$ cat src/rtl/vr_seq_pkg.sv
package vr_seq_pkg;

  typedef enum logic [2:0] {
    ST_OFF      = 3'd0,
    ST_WAIT     = 3'd1,
    ST_RAMP     = 3'd2,
    ST_PGDLY    = 3'd3,
    ST_ON       = 3'd4,
    ST_SHUTDOWN = 3'd5
  } seq_state_t;

  // microseconds to clock cycles, never below one cycle
  function automatic longint unsigned us_to_cyc(input longint unsigned clk_hz,
                                                input longint unsigned us);
    longint unsigned c;
    c = (clk_hz * us) / 64'd1000000;
    return (c == 0) ? 64'd1 : c;
  endfunction

  // off code: low five identification bits all high, top bit ignored
  function automatic logic is_off_code(input logic [5:0] code);
    return &code[4:0];
  endfunction

endpackage

$ cat src/rtl/vr_sync2.sv
module vr_sync2 #(
  parameter int W = 1
) (
  input  logic         clk,
  input  logic         rst_n,
  input  logic [W-1:0] d,
  output logic [W-1:0] q
);
  logic [W-1:0] meta;

  always_ff @(posedge clk or negedge rst_n) begin
    if (!rst_n) begin
      meta <= '0;
      q    <= '0;
    end else begin
      meta <= d;
      q    <= meta;
    end
  end
endmodule

$ cat src/rtl/vr_seq_timer.sv
module vr_seq_timer #(
  parameter longint unsigned LIMIT = 1
) (
  input  logic clk,
  input  logic rst_n,
  input  logic run,
  output logic done
);
  localparam int CW = (LIMIT < 2) ? 1 : $clog2(LIMIT);
  localparam logic [CW-1:0] LAST = CW'(LIMIT - 1);

  logic [CW-1:0] cnt;

  assign done = run && (cnt == LAST);

  always_ff @(posedge clk or negedge rst_n) begin
    if (!rst_n)         cnt <= '0;
    else if (!run)      cnt <= '0;
    else if (!done)     cnt <= cnt + 1'b1;
  end
endmodule

$ cat src/rtl/vr_seq_fsm.sv
module vr_seq_fsm
  import vr_seq_pkg::*;
#(
  parameter int VID_W = 6
) (
  input  logic             clk,
  input  logic             rst_n,
  input  logic             qual_s,
  input  logic             oen_s,
  input  logic             inreg_s,
  input  logic [VID_W-1:0] vid_s,
  input  logic             dly_done,
  output seq_state_t       state,
  output logic             en_state,
  output logic             pg_state,
  output logic             dly_run,
  output logic [VID_W-1:0] vid_hold
);
  seq_state_t nxt;
  logic       off_req;
  logic       start_ramp;

  assign off_req    = !oen_s || is_off_code(6'(vid_s));
  assign start_ramp = (state == ST_WAIT) && qual_s && !off_req;

  always_comb begin
    nxt = state;
    unique case (state)
      ST_OFF:      if (qual_s) nxt = ST_WAIT;
      ST_WAIT:     if (!qual_s) nxt = ST_OFF;
                   else if (!off_req) nxt = ST_RAMP;
      ST_RAMP:     if (!qual_s) nxt = ST_OFF;
                   else if (off_req) nxt = ST_SHUTDOWN;
                   else if (inreg_s) nxt = ST_PGDLY;
      ST_PGDLY:    if (!qual_s) nxt = ST_OFF;
                   else if (off_req) nxt = ST_SHUTDOWN;
                   else if (!inreg_s) nxt = ST_RAMP;
                   else if (dly_done) nxt = ST_ON;
      ST_ON:       if (!qual_s) nxt = ST_OFF;
                   else if (off_req) nxt = ST_SHUTDOWN;
                   else if (!inreg_s) nxt = ST_RAMP;
      ST_SHUTDOWN: nxt = ST_OFF;
      default:     nxt = ST_OFF;
    endcase
  end

  always_ff @(posedge clk or negedge rst_n) begin
    if (!rst_n) begin
      state    <= ST_OFF;
      vid_hold <= '0;
    end else begin
      state <= nxt;
      if (start_ramp) vid_hold <= vid_s;
    end
  end

  assign en_state = (state == ST_RAMP) || (state == ST_PGDLY) || (state == ST_ON);
  assign pg_state = (state == ST_ON);
  assign dly_run  = (state == ST_PGDLY);
endmodule

$ cat src/rtl/vr_power_seq.sv
module vr_power_seq
  import vr_seq_pkg::*;
#(
  parameter longint unsigned CLK_HZ      = 100000000,
  parameter longint unsigned PG_DELAY_US = 1000,
  parameter int              VID_W       = 6
) (
  input  logic             clk,
  input  logic             rst_n,
  input  logic             rail_ok,
  input  logic             out_en,
  input  logic             in_reg,
  input  logic [VID_W-1:0] vid,
  output logic             pwm_en,
  output logic             pgood,
  output logic [VID_W-1:0] vid_hold
);
  localparam longint unsigned PG_CYC = us_to_cyc(CLK_HZ, PG_DELAY_US);
  localparam int SW = VID_W + 3;

  logic [SW-1:0] raw_bus, sync_bus;
  logic             qual_s, oen_s, inreg_s;
  logic [VID_W-1:0] vid_s;
  seq_state_t       state;
  logic             en_state, pg_state, dly_run, dly_done;

  assign raw_bus = {vid, in_reg, out_en, rail_ok};

  vr_sync2 #(.W(SW)) u_sync (
    .clk(clk), .rst_n(rst_n), .d(raw_bus), .q(sync_bus)
  );

  assign qual_s  = sync_bus[0];
  assign oen_s   = sync_bus[1];
  assign inreg_s = sync_bus[2];
  assign vid_s   = sync_bus[SW-1:3];

  vr_seq_timer #(.LIMIT(PG_CYC)) u_timer (
    .clk(clk), .rst_n(rst_n), .run(dly_run), .done(dly_done)
  );

  vr_seq_fsm #(.VID_W(VID_W)) u_fsm (
    .clk(clk), .rst_n(rst_n), .qual_s(qual_s), .oen_s(oen_s),
    .inreg_s(inreg_s), .vid_s(vid_s), .dly_done(dly_done),
    .state(state), .en_state(en_state), .pg_state(pg_state),
    .dly_run(dly_run), .vid_hold(vid_hold)
  );

  // rail loss removes both outputs without waiting for the synchroniser
  assign pwm_en = en_state && rail_ok;
  assign pgood  = pg_state && rail_ok;
endmodule

$ cat config.mk
export PLATFORM = sky130hd
export DESIGN_NAME = vr_power_seq
export DESIGN_NICKNAME = d
export VERILOG_FILES = /design/src/rtl/vr_seq_pkg.sv /design/src/rtl/vr_sync2.sv /design/src/rtl/vr_seq_timer.sv /design/src/rtl/vr_seq_fsm.sv /design/src/rtl/vr_power_seq.sv
export SDC_FILE = /design/constraint.sdc
export NUM_CORES = 1
export LEC_CHECK = 0
export BUFFER_PORTS_ARGS = -buffer_cell sky130_fd_sc_hd__buf_2
export CAP_MARGIN = 20
export CORE_MARGIN = 10
export CORE_UTILIZATION = 50
export DETAILED_ROUTE_END_ITERATION = 8
export PLACE_DENSITY = 0.76
export SETUP_SLACK_MARGIN = 0.05
export SYNTH_ARGS = -nofsm -noshare
export SYNTH_HDL_FRONTEND = slang
export SYNTH_HIERARCHICAL = 1
export SYNTH_SLANG_ARGS = --single-unit
export TNS_END_PERCENT = 50
$ cat constraint.sdc
create_clock -name clk -period 2.45 [get_ports clk]
set_input_delay 0.49 -clock clk [delete_from_list [all_inputs] [get_ports clk]]
set_output_delay 0.49 -clock clk [all_outputs]
set_load 0.02 [all_outputs]
==> impl_metrics.toml, run 1 <==
[run_status]
status = "finished, violations left"
violations = "setup timing"

[pwr]
p_comb_share_pct = 22.1
internal-power_w = 0.001392
pwr-share-seq_pct = 44.7
total_power_w = 0.001895
p_leak_nw = 1.071
p_sw_w = 0.0005021
pwr-share-clk_pct = 33.2
power.density_nw_per_um2 = 848.8
switching_share_pct = 26.50
ir_drop_mv = 0.4738

[synth]
synth_area_um2 = 1871
async_flop_share_pct = 100.0
synth_cell_type_count = 38
postSynthNetCount = 174
synth_fa_ha_area_share_pct = 0.6689
ys_warn_count = 6
synth.area.top_cells = "dfrtp_1 (59%), and2_1 (4.7%), nand2_1 (3.4%)"
synth_mux_area_share_pct = 6.555
synth_compound_gate_area_share_pct = 5.017
synth_top_family_by_area = "simple AND/OR/NAND/NOR gates"
synth-xor-area-share_pct = 4.682
yosys.area_share.simple_pct = 22.14
syn_avg_cell_area_um2 = 11.55
postSynthCellCount = 162
synth_area_leader_cell = "dfrtp_1"
synth.yosys.seq_area_share_pct = 58.86
synth.top_cell.area_share_pct = 58.86
synth_ff_type = "dfrtp_1"
ys_ff_latch = 44
synth-edff-count = 0

[floorplanning]
core_um2 = 3633
die_w_um = 81.17
chipHeight_um = 81.17
initial_core_util_pct = 51.48
rows = 22
dieArea_um2 = 6588
io_pins = 19

[clock_network]
tritoncts = "done"
clk-insertion-delay-late_ns = 0.29
cts_setup_buffers = 0
clkTransAtPathRegs_ns = 0.08
clockBufferDepth = 2
numCtsBuffers = 5
cts_root_buffer = "clkbuf_8"
clock_sinks = 44
h-tree-depth = 2

[critical_path]
endpoint_kind = "flip-flop"
path_cells = "or4_4, or4_4, nor3_4, inv_1, nand4_1, a21oi_1, a221o_1, mux2_4"
cp.arrival_ns = 2.69
required_ns = 2.63
critPathLaunch = "u_timer/cnt[8]"
path_class = "reg2reg"
cp_max_fo = 2
crit_path_max_incr_delay_ns = 0.53
slowest_stage = "or4_4"
startpoint_type = "flip-flop"
worstRegToRegCells = 8
regToRegEndpoint = "u_fsm/state[2]"
reg2reg_slack_ns = -0.06
r2r_start = "u_timer/cnt[8]"
cpMostUsedCell = "or4_4"
endpoint = "u_fsm/state[2]"

[run]
maxCapViolCount = 0

[routing]
drc = 0
wl_um = 3444
ant_nets = 0
drt_pass1_iterations = 4
drt_iter0_markers = 61
vias = 1301
vias_per_cell = 5.354
post_drt_wl_per_cell_um = 14.17

[layout]
antennaDiodeCount = 0
drive_gt1_share_pct = 26.15
layout_commonest_cell = "dfrtp_1"
utilization_pct = 61.43
nFillCells = 311
final_cell_mix = "dfrtp_1 (44), buf_2 (18), nand2_1 (17)"
area_growth_pct = 19.33
fin_nets = 207
regArea_um2 = 1101
multi_input_area_um2 = 743.2

[sta]
finalClockSkew_ns = 0.006283
maxSlewHeadroom_pct = 38.46
fin_ws_ns = -0.05645
hold_violations = 0
finalSetupViolCount = 2
slew_violations = 0
tightest_slew_ns = 0.9231
min_period_ns = 2.506
post-route-period-util_pct = 102.3
clock.fmax_mhz = 399.0
rsz0062_at_grt = "true"

[placed_design]
routabilityCongestion = 0.8520
port_buffers = 18
dp_hpwl_um = 2535

[grt]
grtUsageTotal_pct = 12.15
grt_max_degree = 45
grt_pass1_wl_um = 6223
antenna_found_initial = 0
gr-total-overflow = 0
grt_pass1_vias = 1361

[hold_path]
hold_class = "in2reg"
[repair_timing]
| action | CTS | global route |
|---|---|---|
| hold buffers | 0 | 0 |
| setup endpoints to repair | 2 | 2 |
| resized for setup | 0 | 1 |
[registers in the layout (all words and copies together), names as in the netlist]
| signal | cells |
|---|---|
| u_timer/cnt | 17 |
| u_sync/q | 9 |
| u_fsm/vid_hold | 6 |
| u_sync/meta | 9 |
| u_fsm/state | 3 |
[through the flow]
step	TNS, ns	hold WS (ns)	area, µm²	setup WS, ns	instances
after floorplan	-0.01561	0.1944	1879	-0.01561	162
after global placement	0	0.3314	2100	0.02346	236
after detailed placement	-0.01988	0.3372	2100	-0.01988	236
after CTS	-0.1127	0.2921	2228	-0.07279	243
after global routing	-0.3084	0.2834	2232	-0.1730	243
final	-0.07862	0.2981	2232	-0.05645	243
[power groups by stage]
stage               registers, W  clock network, W  logic, W
global route            0.000860          0.000676  0.000464
floorplan               0.000936                 0  0.000178
finish                  0.000847          0.000630  0.000418
global placement        0.000857                 0  0.000405
detailed placement      0.000864                 0  0.000425
CTS                     0.000849          0.000645  0.000426
[synthesized netlist by cell type, types with 2 or more instances]
cell      count
dfrtp_1      44
nand2_1      17
and2_1       14
inv_1         7
nand4_1       7
xor2_1        6
mux2_2        5
nand3_1       5
nor4_1        5
a21oi_1       4
mux2i_1       4
nor3_1        4
o21ai_0       4
xnor2_1       4
a31oi_1       3
nor2_1        3
clkbuf_1      2
nand2b_1      2
nor2b_1       2
o22ai_1       2
[layout make-up]
type / count / share of cell area, %
clock buffer: 5 / 3.083
clock inverter: 2 / 2.691
inverter: 7 / 1.177
multi-input combinational: 108 / 33.30
sequential: 44 / 49.33
tap: 48 / 2.691
timing repair buffer: 29 / 7.735
[routing by layer]
metal  up-vias  wire [µm]  share of wire, %  global-route usage, %
li1        630          -                 -                      -
met1       646       1422                41                  14.14
met2        21       1845                54                  19.98
met3         4        144               4.2                  4.305
met4         0         32              0.93                  5.017
met5         -          0                 0                      0
[critical path: cells and delay by family (launching register included)]
kind	cells	cell delay [ns]
AO/OA/AOI/OAI	2	0.43
buffers and inverters	1	0.07
AND/OR/NAND/NOR	4	1.21
flip-flops	1	0.39
multiplexers	1	0.31
[kinds of logic after synthesis]
kind of cell	count (synthesis)
multiplexers	11
adder cells (fa/ha/maj)	1
AND/OR/NAND/NOR	70
buffers and inverters	10
flip-flops	44
XOR/XNOR	10
AO/OA/AOI/OAI	16
[worst min path at each step]
stage / endpoint / cells past startpoint / from
after floorplan: u_fsm/state[0] / 0 / rst_n
after global placement: u_sync/q[3] / 0 / u_sync/meta[3]
after detailed placement: u_sync/q[7] / 0 / u_sync/meta[7]
after CTS: u_sync/meta[2] / 1 / in_reg
after global routing: u_sync/meta[7] / 1 / vid[4]
final: u_sync/meta[2] / 1 / in_reg
Power figures use the tool's default switching activity.
==> run 2, diff against run 1 <==
--- a/config.mk
+++ b/config.mk
@@ -7,11 +7,10 @@
 export LEC_CHECK = 0
 export BUFFER_PORTS_ARGS = -buffer_cell sky130_fd_sc_hd__buf_2
 export CAP_MARGIN = 20
-export CORE_MARGIN = 10
 export CORE_UTILIZATION = 50
 export DETAILED_ROUTE_END_ITERATION = 8
 export PLACE_DENSITY = 0.76
-export SETUP_SLACK_MARGIN = 0.05
+export SETUP_SLACK_MARGIN = 0.15
 export SYNTH_ARGS = -nofsm -noshare
 export SYNTH_HDL_FRONTEND = slang
 export SYNTH_HIERARCHICAL = 1
==> run 2 against run 1 <==
Against the previous run: flip-flop and latch count stayed put; power is 3.3% lower; clock-buffer cell count is 1 higher; sequential share of layout area is 0.47 points higher; fmax is 0.59% lower; sequential power hardly changed; design area is 0.95% lower; clock skew is 0.0031 ns lower; setup slack worse by 0.015 ns; largest power group unchanged; the flow still finishes with violations (setup timing); wire length is 3.9% higher; clock power is 9.2% lower; global-route usage is 8.6 points higher.
==> impl_metrics.toml, run 2 (same netlist as run 1, synthesis figures left out) <==
[pwr]
ir_drop_mv = 0.6044
total_power_w = 0.001833
p_leak_nw = 1.065
power.density_nw_per_um2 = 829.0

[placed_design]
dp.cells = 232
placed_cell_area_um2 = 2082
routabilityCongestion = 0.8590
dp_hpwl_um = 2481
port_buffers = 18

[clock_network]
tritoncts = "done"
cts_root_buffer = "clkbuf_8"
clk-insertion-delay-late_ns = 0.29
ctsHoldBuffers = 0
h-tree-depth = 2
clockBufferDepth = 2
clkTransAtPathRegs_ns = 0.08
numCtsBuffers = 5
clock_sinks = 44

[layout]
stdcell_count = 241
fin_nets = 206
multi_input_area_um2 = 739.5
largest_reg_flops = 17
nFillCells = 277
layout_commonest_cell = "dfrtp_1"
regMostFlops = "u_timer/cnt"
antennaDiodeCount = 0
utilization_pct = 63.74
drive_gt1_share_pct = 26.15
final_area_um2 = 2211
regArea_um2 = 1101
reg_top3 = "u_timer/cnt x17, u_sync/meta x9, u_sync/q x9"
area_growth_pct = 18.19
final_cell_mix = "dfrtp_1 (44), buf_2 (18), nand2_1 (17)"

[sta]
maxSlewHeadroom_pct = 38.27
hold_violations = 0
min_period_ns = 2.521
clock.fmax_mhz = 396.6
slew_violations = 0
finalSetupViolCount = 2
fin_ws_ns = -0.07140
holdWs_ns = 0.2995
rsz0062_at_grt = "true"
tightest_slew_ns = 0.9259
post-route-period-util_pct = 102.9
finalClockSkew_ns = 0.003175

[floorplanning]
initial_core_util_pct = 53.93
chipHeight_um = 63.17
rows = 21
io_pins = 19
core_um2 = 3468
dieArea_um2 = 3990
die_w_um = 63.17

[routing]
post_drt_wl_per_cell_um = 14.85
vias_per_cell = 5.502
ant_nets = 0
drt_pass1_iterations = 4
vias = 1326
wl_um = 3579
drc = 0
drt_iter0_markers = 111

[critical_path]
cp_max_fo = 2
endpoint_kind = "flip-flop"
required_ns = 2.63
path_class = "reg2reg"
cp.arrival_ns = 2.70
startpoint_type = "flip-flop"

[run_status]
violations = "setup timing"
status = "finished, violations left"

[grt]
antenna_found_initial = 0
grtUsageTotal_pct = 20.77
gr-total-overflow = 0
grt_pass1_wl_um = 6106
grt_pass1_vias = 1297
grt_max_degree = 45

[hold_path]
hold_class = "in2reg"

[run]
maxCapViolCount = 0
[run 2: worst paths after layout]
path	slack, ns	endpoint	startpoint	depth (start not counted)
worst max-delay path	-0.07	u_fsm/state[2]	u_timer/cnt[8]	8
worst min-delay path	0.30	u_sync/meta[3]	vid[0]	1
worst max register to register	-0.07	u_fsm/state[2]	u_timer/cnt[8]	8
worst min register to register	0.35	u_sync/q[7]	u_sync/meta[7]	0
max in group asynchronous	1.54	u_sync/meta[8]	rst_n	1
min in group asynchronous	0.32	u_timer/cnt[2]	rst_n	1
[run 2: power breakdown]
part	leakage [nW]	switching (W)	internal [W]
Clock	0.0614	0.000239	0.000333
Sequential	0.558	0.0000423	0.000807
Combinational	0.445	0.000235	0.000176
[run 2: layout make-up]
type                            instances  share of cell area, %
Tap cell                               46                  2.603
Inverter                                7                  1.188
Sequential cell                        44                  49.80
Clock inverter                          2                  1.754
Clock buffer                            6                  3.735
Multi-Input combinational cell        108                  33.45
Timing Repair Buffer                   28                  7.470
[run 2: repair_timing]
item	4_1_cts	5_1_grt
resized for setup	1	0
setup endpoints to repair	2	2
pin swaps	0	0
setup buffers	1	0
[run 2: critical path: stages (launching register included)]
cell     delay [ns]
dfrtp_1        0.38
or4_1          0.51
or4_4          0.45
nor3_4         0.15
inv_2          0.06
nand4_1        0.10
a21oi_1        0.07
a221o_1        0.37
mux2_4         0.31
[run 2: metrics by stage]
step                setup slack [ns]  setup TNS, ns
global placement           -0.009336      -0.009336
floorplan                   -0.01561       -0.01561
global route                 -0.1520        -0.2694
finish                      -0.07140        -0.1052
CTS                         -0.06103       -0.08903
detailed placement          -0.06876        -0.1003
[run 2: per-layer routing]
metal | vias up | GRT usage [%] | wire [µm] | part of all wire [%]
li1 | 628 | - | - | -
met5 | - | 0 | 0 | 0
met3 | 7 | 5.978 | 130 | 3.6
met2 | 30 | 33.47 | 1804 | 50
met4 | 0 | 8.721 | 76 | 2.1
met1 | 661 | 26.10 | 1567 | 44
==> run 3, diff against run 2 <==
--- a/config.mk
+++ b/config.mk
@@ -8,8 +8,10 @@
 export BUFFER_PORTS_ARGS = -buffer_cell sky130_fd_sc_hd__buf_2
 export CAP_MARGIN = 20
 export CORE_UTILIZATION = 50
+export CTS_BUF_LIST = sky130_fd_sc_hd__clkbuf_16
 export DETAILED_ROUTE_END_ITERATION = 8
 export PLACE_DENSITY = 0.76
+export REMOVE_ABC_BUFFERS = 1
 export SETUP_SLACK_MARGIN = 0.15
 export SYNTH_ARGS = -nofsm -noshare
 export SYNTH_HDL_FRONTEND = slang
==> run 3 against run 2 <==
Against the previous run: non-clock buffer count grew 1; largest power group unchanged; global-route usage down 1.1 points; largest cell class unchanged; first-iteration DRC count shrank 44%; via count shrank 2.3%; highest routed layer unchanged; fmax decreased by 1.5%; design area rose by 1.1%; wire length fell by 2.4%; combinational power increased by 1%; the flow still finishes with violations (setup timing); register-to-register slack got worse by 0.04 ns.
==> impl_metrics.toml, run 3 (same netlist as run 1, synthesis figures left out) <==
[run_status]
status = "finished, violations left"
violations = "setup timing"

[sta]
tightest_slew_ns = 0.9367
rsz0062_at_grt = "true"
finalClockSkew_ns = 0.005926
post-route-period-util_pct = 104.5
maxSlewHeadroom_pct = 37.55
finalSetupViolCount = 2
slew_violations = 0
fin_ws_ns = -0.1109
clock.fmax_mhz = 390.5
hold_violations = 0
min_period_ns = 2.561

[pwr]
total_power_w = 0.001888
ir_drop_mv = 0.4841
p_leak_nw = 1.075
power.density_nw_per_um2 = 845.1

[floorplanning]
dieArea_um2 = 3990
die_w_um = 63.17
rows = 21
chipHeight_um = 63.17
core_um2 = 3468
initial_core_util_pct = 53.93
io_pins = 19

[hold_path]
hold_class = "in2reg"
min_path_cells = 1

[routing]
drt_pass1_iterations = 4
post_drt_wl_per_cell_um = 14.49
drc = 0
ant_nets = 0
drt_iter0_markers = 62
wl_um = 3492
vias_per_cell = 5.378
vias = 1296

[run]
maxCapViolCount = 0

[clock_network]
numCtsBuffers = 5
tritoncts = "done"
h-tree-depth = 2
clkTransAtPathRegs_ns = 0.06
cts_root_buffer = "clkbuf_16"
ctsHoldBuffers = 0
clockBufferDepth = 2
clk-insertion-delay-late_ns = 0.28
clock_sinks = 44

[placed_design]
routabilityCongestion = 0.8230
dp_hpwl_um = 2380
dp.cells = 233
dp_slack_ns = -0.1809
port_buffers = 18

[layout]
area_growth_pct = 19.46
reg_top3 = "u_timer/cnt x17, u_sync/meta x9, u_sync/q x9"
fin_nets = 207
layout_commonest_cell = "dfrtp_1"
regMostFlops = "u_timer/cnt"
drive_gt1_share_pct = 26.15
final_cell_mix = "dfrtp_1 (44), buf_2 (18), nand2_1 (17)"
stdcell_count = 241
antennaDiodeCount = 0
nFillCells = 296
largest_reg_flops = 17

[grt]
gr-total-overflow = 0
grt_pass1_vias = 1293
grt_max_degree = 45
grtUsageTotal_pct = 19.71
antenna_found_initial = 0
grt_pass1_wl_um = 6030

[critical_path]
path_class = "reg2reg"
regToRegEndpoint = "u_fsm/state[2]"
reg2reg_slack_ns = -0.11
startpoint_type = "flip-flop"
cp.arrival_ns = 2.73
critPathLaunch = "u_timer/cnt[13]"
r2r_start = "u_timer/cnt[13]"
endpoint = "u_fsm/state[2]"
required_ns = 2.62
cp_max_fo = 2
worstRegToRegCells = 8
endpoint_kind = "flip-flop"
## run 3: cell types whose count changed in the layout (fill, tap and decap cells not counted)
cell	previous run	this run
clkinvlp_4	0	1
bufinv_16	1	0
clkbuf_16	0	5
clkbuf_8	6	0
clkinv_4	1	0
clkinv_2	0	1
buf_4	10	11
## run 3: per-layer routing
metal,global-route usage [%],routed length [µm],up-vias
li1,-,-,631
met1,25.54,1609,627
met2,31.45,1713,31
met3,4.891,117,7
met4,8.140,51,0
met5,0,0,-
## run 3: worst min path at each step
stage | start | to | slack (ns)
final | vid[5] | u_sync/meta[8] | 0.31
after global routing | vid[4] | u_sync/meta[7] | 0.31
after CTS | vid[5] | u_sync/meta[8] | 0.31
after detailed placement | u_sync/meta[4] | u_sync/q[4] | 0.33
after global placement | u_sync/meta[6] | u_sync/q[6] | 0.33
after floorplan | rst_n | u_fsm/state[0] | 0.19
## run 3: power breakdown
part	switching, W	internal, W	leakage [nW]
clock network	0.000253	0.000369	0.0657
registers	0.0000407	0.000809	0.558
logic	0.000240	0.000176	0.450
## run 3: through the flow
step           area (µm²)  utilization [%]  hold slack (ns)  TNS [ns]
3_3_place_gp         2081            59.99           0.3331   -0.1885
5_1_grt              2235            64.43           0.3065   -0.3543
2_1_floorplan        1858                -           0.1944   -0.4949
4_1_cts              2235            64.43           0.3072   -0.1859
3_5_place_dp         2081            59.99           0.3347   -0.3360
6_report             2235            64.43           0.3104   -0.1963
## run 3: timing repair
| item | 4_1_cts | 5_1_grt |
|---|---|---|
| endpoints found under the hold margin | 0 | 0 |
| pin swaps | 2 | 0 |
| resized for setup | 2 | 1 |
| gates cloned | 0 | 0 |
| buffers inserted | 1 | 0 |
| endpoints found under the setup margin | 2 | 2 |
## run 3: area by class of cell
cell class | count | area [µm²] | area share [%]
Clock buffer | 5 | 125.1 | 5.599
Clock inverter | 2 | 12.51 | 0.5599
Inverter | 7 | 26.28 | 1.176
Multi-Input combinational cell | 108 | 739.5 | 33.09
Sequential cell | 44 | 1101 | 49.27
Tap cell | 46 | 57.56 | 2.576
Timing Repair Buffer | 29 | 172.7 | 7.727
## run 3: worst max-delay path, stage by stage (launching register included)
cell,delay [ns]
dfrtp_1,0.37
or4_1,0.51
or4_4,0.51
nor3_4,0.15
inv_2,0.05
nand4_1,0.10
a21oi_1,0.07
a221o_1,0.38
mux2_4,0.30
